**config.mk**
```make
export PLATFORM = sky130hd
export DESIGN_NAME = wdt_lowpower
export DESIGN_NICKNAME = d
export VERILOG_FILES = /design/src/rtl/wdt_pkg.sv /design/src/rtl/wdt_gate.sv /design/src/rtl/wdt_prescaler.sv /design/src/rtl/wdt_counter.sv /design/src/rtl/wdt_lowpower.sv
export SDC_FILE = /design/constraint.sdc
export NUM_CORES = 1
export LEC_CHECK = 0
export CELL_PAD_IN_SITES_DETAIL_PLACEMENT = 0
export CELL_PAD_IN_SITES_GLOBAL_PLACEMENT = 1
export CORE_MARGIN = 2
export CORE_UTILIZATION = 40
export CTS_CLUSTER_SIZE = 25
export DETAILED_ROUTE_END_ITERATION = 12
export PLACE_DENSITY_LB_ADDON = 0.3
export RECOVER_POWER = 100
export SYNTH_ARGS = -nofsm -noshare
export SYNTH_HDL_FRONTEND = slang
export SYNTH_SLANG_ARGS = --single-unit
```
**constraint.sdc**
```tcl
create_clock -name clk -period 2.1 [get_ports clk]
set_input_delay 0.42 -clock clk [delete_from_list [all_inputs] [get_ports clk]]
set_output_delay 0.42 -clock clk [all_outputs]
set_load 0.05 [all_outputs]
```
**src/rtl/wdt_pkg.sv**
```systemverilog
package wdt_pkg;
  // Control bundle produced by the mode gate for the counting stages.
  typedef struct packed {
    logic hold_off;    // watchdog disabled: stages forced to zero
    logic run;         // prescaler advances this edge
    logic stop_enter;  // stop accepted this edge: prescaler cleared
    logic stopped;     // clock gated by stop mode
  } wdt_ctl_t;
endpackage

```
**src/rtl/wdt_gate.sv**
```systemverilog
module wdt_gate
  import wdt_pkg::*;
(
  input  logic      clk,
  input  logic      rst,
  input  logic      stop_req,
  input  logic      stop_exit,
  input  logic      cfg_stop_forbid,
  input  logic      cfg_wdt_off,
  input  logic      brk_active,
  input  logic      hv_on_rst,
  input  logic      hv_on_irq,
  input  logic      mon_entry,
  output wdt_ctl_t  ctl,
  output logic      illop_rst
);
  logic stopped_q, illop_q, mon_hv_q, mon_blank_q;
  logic stop_enter, hold_off;

  assign stop_enter = stop_req && !cfg_stop_forbid && !stopped_q;
  assign hold_off   = cfg_wdt_off
                   || (brk_active && hv_on_rst)
                   || (mon_hv_q && hv_on_irq)
                   || mon_blank_q;

  always_ff @(posedge clk) begin
    if (rst) begin
      stopped_q   <= 1'b0;
      illop_q     <= 1'b0;
      mon_hv_q    <= 1'b0;
      mon_blank_q <= 1'b0;
    end else begin
      if (stop_enter)     stopped_q <= 1'b1;
      else if (stop_exit) stopped_q <= 1'b0;
      illop_q <= stop_req && cfg_stop_forbid;
      // Test-voltage monitor entry: held off while the voltage lasts.
      if (mon_entry && hv_on_irq) mon_hv_q <= 1'b1;
      else if (!hv_on_irq)        mon_hv_q <= 1'b0;
      // Vector-based monitor entry: held off until system reset.
      if (mon_entry && !hv_on_irq) mon_blank_q <= 1'b1;
    end
  end

  assign ctl.hold_off   = hold_off;
  assign ctl.stop_enter = stop_enter;
  assign ctl.stopped    = stopped_q;
  assign ctl.run        = !hold_off && !stopped_q && !stop_enter;
  assign illop_rst      = illop_q;

  assert_illop_pulse_R6: assert property (@(posedge clk) disable iff (rst)
    (stop_req && cfg_stop_forbid && !stopped_q) |=> (illop_rst && !ctl.stopped));

  assert_blank_holds_R9: assert property (@(posedge clk) disable iff (rst)
    (mon_entry && !hv_on_irq) |=> ctl.hold_off);
endmodule

```
**src/rtl/wdt_prescaler.sv**
```systemverilog
module wdt_prescaler #(
  parameter int PRE_W = 13
) (
  input  logic             clk,
  input  logic             rst,
  input  logic             clr,
  input  logic             run,
  output logic [PRE_W-1:0] pre,
  output logic             carry
);
  localparam logic [PRE_W-1:0] PRE_MAX = {PRE_W{1'b1}};
  logic [PRE_W-1:0] pre_q;

  always_ff @(posedge clk) begin
    if (rst || clr)  pre_q <= '0;
    else if (run)    pre_q <= pre_q + 1'b1;
  end

  assign pre   = pre_q;
  assign carry = run && !clr && (pre_q == PRE_MAX);

  assert_clear_zero_R3: assert property (@(posedge clk) disable iff (rst)
    clr |=> (pre == '0));
endmodule

```
**src/rtl/wdt_counter.sv**
```systemverilog
module wdt_counter #(
  parameter int CNT_W = 6
) (
  input  logic             clk,
  input  logic             rst,
  input  logic             clr,
  input  logic             tick,
  output logic [CNT_W-1:0] cnt,
  output logic             wdt_rst
);
  localparam logic [CNT_W-1:0] CNT_MAX = {CNT_W{1'b1}};
  logic [CNT_W-1:0] cnt_q;
  logic             fire_q;

  always_ff @(posedge clk) begin
    if (rst) begin
      cnt_q  <= '0;
      fire_q <= 1'b0;
    end else begin
      fire_q <= tick && !clr && (cnt_q == CNT_MAX);
      if (clr)       cnt_q <= '0;
      else if (tick) cnt_q <= cnt_q + 1'b1;
    end
  end

  assign cnt     = cnt_q;
  assign wdt_rst = fire_q;

  assert_service_wins_R3: assert property (@(posedge clk) disable iff (rst)
    clr |=> !wdt_rst);
endmodule

```
**src/rtl/wdt_lowpower.sv**
```systemverilog
module wdt_lowpower #(
  parameter int PRE_W = 13,
  parameter int CNT_W = 6
) (
  input  logic clk,
  input  logic rst,
  input  logic wait_req,
  input  logic stop_req,
  input  logic stop_exit,
  input  logic cfg_stop_forbid,
  input  logic cfg_wdt_off,
  input  logic brk_active,
  input  logic hv_on_rst,
  input  logic hv_on_irq,
  input  logic mon_entry,
  input  logic svc_wr,
  output logic wdt_rst,
  output logic illop_rst,
  output logic stop_active
);
  import wdt_pkg::*;

  wdt_ctl_t         ctl;
  logic [PRE_W-1:0] pre;
  logic [CNT_W-1:0] cnt;
  logic             carry;
  logic             pre_clr, cnt_clr;

  assign pre_clr = ctl.hold_off || svc_wr || ctl.stop_enter;
  assign cnt_clr = ctl.hold_off || svc_wr;

  wdt_gate u_gate (
    .clk(clk), .rst(rst),
    .stop_req(stop_req), .stop_exit(stop_exit),
    .cfg_stop_forbid(cfg_stop_forbid), .cfg_wdt_off(cfg_wdt_off),
    .brk_active(brk_active), .hv_on_rst(hv_on_rst),
    .hv_on_irq(hv_on_irq), .mon_entry(mon_entry),
    .ctl(ctl), .illop_rst(illop_rst)
  );

  wdt_prescaler #(.PRE_W(PRE_W)) u_pre (
    .clk(clk), .rst(rst), .clr(pre_clr), .run(ctl.run),
    .pre(pre), .carry(carry)
  );

  wdt_counter #(.CNT_W(CNT_W)) u_cnt (
    .clk(clk), .rst(rst), .clr(cnt_clr), .tick(carry),
    .cnt(cnt), .wdt_rst(wdt_rst)
  );

  assign stop_active = ctl.stopped;

  assert_single_pulse_R2: assert property (@(posedge clk) disable iff (rst)
    wdt_rst |=> !wdt_rst);

  assert_wait_counts_R4: assert property (@(posedge clk) disable iff (rst)
    (wait_req && ctl.run && !svc_wr) |=> (pre != $past(pre)));

  assert_stop_freeze_R5: assert property (@(posedge clk) disable iff (rst)
    (stop_active && !svc_wr && !ctl.hold_off) |=> ($stable(cnt) && !wdt_rst));

  assert_break_hold_R7: assert property (@(posedge clk) disable iff (rst)
    (brk_active && hv_on_rst) |=> (!wdt_rst && pre == '0 && cnt == '0));

  assert_off_hold_R10: assert property (@(posedge clk) disable iff (rst)
    cfg_wdt_off |=> (!wdt_rst && cnt == '0));
endmodule

```
==> impl_results.rst, run 1 <==
.. list-table::
   :header-rows: 1

   * - Metric
     - Value
   * - Post-Synthesis Cells
     - 139
   * - Number of DRC markers in iteration 0
     - 27
   * - Per-cell routed wire length
     - 12.6 µm
   * - Power density relative to cell area
     - 554 nW/µm²
   * - Standard-cell row count
     - 19
   * - Placed Cells incl. Taps
     - 183
   * - Utilization after layout
     - 0.503
   * - Cell type of the slowest stage on the worst timing path
     - sky130_fd_sc_hd__clkdlybuf4s50_1
   * - Synth Area in Simple Gates
     - 0.327
   * - Number of antenna violations at the first check in global routing
     - 0
   * - Final period utilization
     - 0.932
   * - Final-stage net count
     - between 150 and 200
   * - Setup crit end kind
     - output port
   * - Area share of the leading cell type in the synthesized netlist
     - 0.408
   * - Clk root buf
     - sky130_fd_sc_hd__clkbuf_4
   * - Filler cell count
     - 295
   * - Buf/Inv on CP
     - 1
   * - Data arrival time of the critical path
     - around 1.5 ns
   * - Number of nets with antenna violations after routing
     - 0
   * - Largest family of logic cells by synthesized area
     - simple AND/OR/NAND/NOR gates
   * - Clock Sink Count
     - 24
   * - Complex-gate fraction of the synthesized area
     - 0.137
   * - Met1 Wirelength
     - 1.09 mm
   * - Via density per instance
     - about 5.6
   * - Gr usage total
     - 0.163
   * - Fraction of the yosys area taken by sequential cells
     - 0.408
   * - DP Wirelength
     - 1.76 mm
   * - Maximum clock frequency
     - 0.511 GHz
   * - Vias post-DR
     - about 1000
   * - Standby leakage power
     - roughly 0.43 nW
   * - PnR Total Power
     - just under 0.0008 W
   * - Met2 routed WL
     - 1.17 mm
   * - Share of synthesized cell area in full adder, half adder and majority cells
     - 0.0213
   * - Num CTS Buffers
     - 3
   * - Clock tree skew after final layout
     - 0.00682 ns
   * - Post-synth design cell area
     - 1180 µm²
   * - Count of max-cap constraint violations
     - 0
   * - Top-Level Pins
     - 15
   * - Chip width
     - 58.3 µm
   * - Minimum clock period after layout
     - 1.96 ns
   * - RSZ-0062 raised after global routing
     - false
   * - Number of buffer cells added on primary ports
     - 13
   * - Final wirelength
     - 2.36 mm
   * - Setup Slack @ Placement
     - -0.278 ns
   * - CP max stage delay
     - 0.82 ns
   * - Antenna fix cells
     - 0
   * - Peak VDD IR
     - 510 µV
   * - Via count of the first global-routing pass
     - 1012
   * - Maximum clock insertion buffer count
     - 2
   * - Final RePlAce weighted congestion
     - 0.779
   * - Yosys cell types
     - 30
   * - Synthesis-stage register bit count
     - 24
   * - Net count after synthesis
     - 153
   * - Slew headroom
     - 0.647
   * - Data required, critical path
     - about 1.7 ns
   * - Total die area
     - 3390 µm²
   * - H-tree level count
     - 1
   * - Clock transition at the registers of the reported paths
     - 0.13 ns
   * - Most common cell after layout, fill and taps aside
     - sky130_fd_sc_hd__dfxtp_1
   * - Final instance count without filler cells
     - 187
   * - CP delay by family, top
     - buffers and inverters
   * - Highest net fanout along the worst path
     - 5
   * - Path type of the worst setup path
     - reg2out
   * - Wire length on met3
     - ~76 µm
   * - Xor and xnor area share after synthesis
     - 0.00744
   * - Vertical extent of the die
     - 58.3 µm
   * - Largest net degree at the start of global routing
     - 27
   * - Worst-Skew Late Latency
     - 0.31 ns
   * - Fin worst setup slack
     - between 0.1 and 0.15 ns
   * - Setup-violating endpoint count in the final report
     - 0
   * - Crit path launch type
     - register
   * - Clock tree from TritonCTS
     - yes
   * - Floorplan core area
     - ~2800 µm²
   * - Highest metal used
     - met4
   * - Overflow left after global routing
     - 0
   * - Top cell type by total area after synthesis
     - sky130_fd_sc_hd__dfxtp_1
   * - Final Hold Vio Count
     - 0
   * - Global-route wire length before repair
     - 4.25 mm
   * - Area grow syn2layout
     - 18.9%
   * - Class of the tightest hold or removal check
     - reg2reg
   * - Total count of max-transition violations in the final report
     - 0
   * - Transition time at the pin with the least slew margin
     - 0.528 ns
   * - Outcome
     - finished, final reports clean
   * - Total number of yosys warnings
     - 0
   * - Final routed DRC violation total
     - 0
   * - Post-Syn Area per Cell
     - 8.47 µm²
   * - Multiplexer share of the synthesized area
     - 0.0595
   * - Initial Util
     - 0.423
   * - Final worst hold slack
     - 0.472 ns
   * - DR pass1 iterations
     - 4
   * - Cell types with the largest area share after synthesis
     - sky130_fd_sc_hd__dfxtp_1 41%, sky130_fd_sc_hd__mux2i_1 6.0%, sky130_fd_sc_hd__or4_1 5.7%, sky130_fd_sc_hd__o31ai_1 5.1%, sky130_fd_sc_hd__a21oi_1 4.7%
   * - Fraction of layout instances using a drive strength above 1
     - 0.0833
   * - Crit-path cells
     - clkdlybuf4s50_1
   * - Commonest non-fill, non-tap cells in the layout
     - 24 x sky130_fd_sc_hd__dfxtp_1, 14 x sky130_fd_sc_hd__nand2_1, 11 x sky130_fd_sc_hd__a21oi_1
   * - Postcts setup bufs
     - 0
area by class of cell:
cell class | count | area [µm²] | share of cell area
Clock buffer | 4 | 36.3 | 0.0259
Inverter | 6 | 22.5 | 0.0161
Multi-Input combinational cell | 103 | 649 | 0.464
Sequential cell | 24 | 480 | 0.343
Tap cell | 31 | 38.8 | 0.0277
Timing Repair Buffer | 19 | 173 | 0.123
cell usage after synthesis (all sizes together):
cell type and count:
nand3 9, nand4 2, or3 2, or3b 1
o31ai 8, nand4b 1, o21ai 2, or2b 1
nor2b 1, inv 6, nor2 6, mux2i 7
a21oi 11, a211oi 2, o31a 1, nor4 8
xor2 1, and3 3, buf 1, clkbuf 5
nor3 2, nand2 14, ha 2, and4 2
dfxtp 24, o21a 1, nand2b 7, or4 9
cell families (layout without fill, tap and decap cells):
logic type               after synthesis  after routing
AND/OR/NAND/NOR                       68             68
AO/OA/AOI/OAI                         25             25
flip-flops                            24             24
buffers and inverters                 12             29
multiplexers                           7              7
adder cells (fa/ha/maj)                2              2
XOR/XNOR                               1              1
metal layers:
layer,vias up,global-route usage
met5,-,0
met4,0,0.0565
met3,2,0.0469
met2,13,0.282
met1,482,0.191
li1,551,-
flip-flops by register name, indices dropped and copies added, names as in the netlist:
name	count
u_cnt.wdt_rst	1
u_pre.pre	13
u_gate.illop_rst	1
u_cnt.cnt	6
u_gate.mon_hv_q	1
u_gate.mon_blank_q	1
u_gate.stopped_q	1
worst paths after layout:
check | from | to | slack (ns) | cells after the start
setup / recovery | u_gate.stopped_q$_SDFFE_PP0P_ | stop_active | 0.14 | 1
hold / removal | u_pre.pre[12]$_SDFFE_PP0P_ | u_pre.pre[12]$_SDFFE_PP0P_ | 0.47 | 2
setup reg to reg | u_pre.pre[8]$_SDFFE_PP0P_ | u_cnt.cnt[0]$_SDFFE_PP0P_ | 0.31 | 4
hold reg to reg | u_pre.pre[12]$_SDFFE_PP0P_ | u_pre.pre[12]$_SDFFE_PP0P_ | 0.47 | 2
through the flow:
stage,TNS (ns),cell area (µm²)
floorplan,0,1180
global placement,-1.56,1370
detailed placement,-1.78,1370
CTS,0,1400
global route,0,1400
finish,0,1400
timing repair:
action,4_1_cts,5_1_grt
hold buffers,0,0
endpoints found under the setup margin,0,5
endpoints found under the hold margin,0,0
resized for setup,0,1
where the power goes:
group | internal, W | switching, W | total (W)
registers | 0.000460 | 0.00000298 | 0.000463
logic | 0.0000357 | 0.0000390 | 0.0000747
clock network | 0.000106 | 0.000132 | 0.000238
total | 0.000601 | 0.000174 | 0.000776
Power figures use the tool's default switching activity.
==> inputs of run 2 (changes only) <==
SKIP_LAST_GASP = 1   (was not set)
==> results of run 2 <==
No change in the layout: final DEF, timing and power equal those of run 1.
==> inputs of run 3 (changes only) <==
CTS_CLUSTER_SIZE = 20   (was 25)
==> results of run 3 <==
No change in the layout: final DEF, timing and power equal those of run 1.
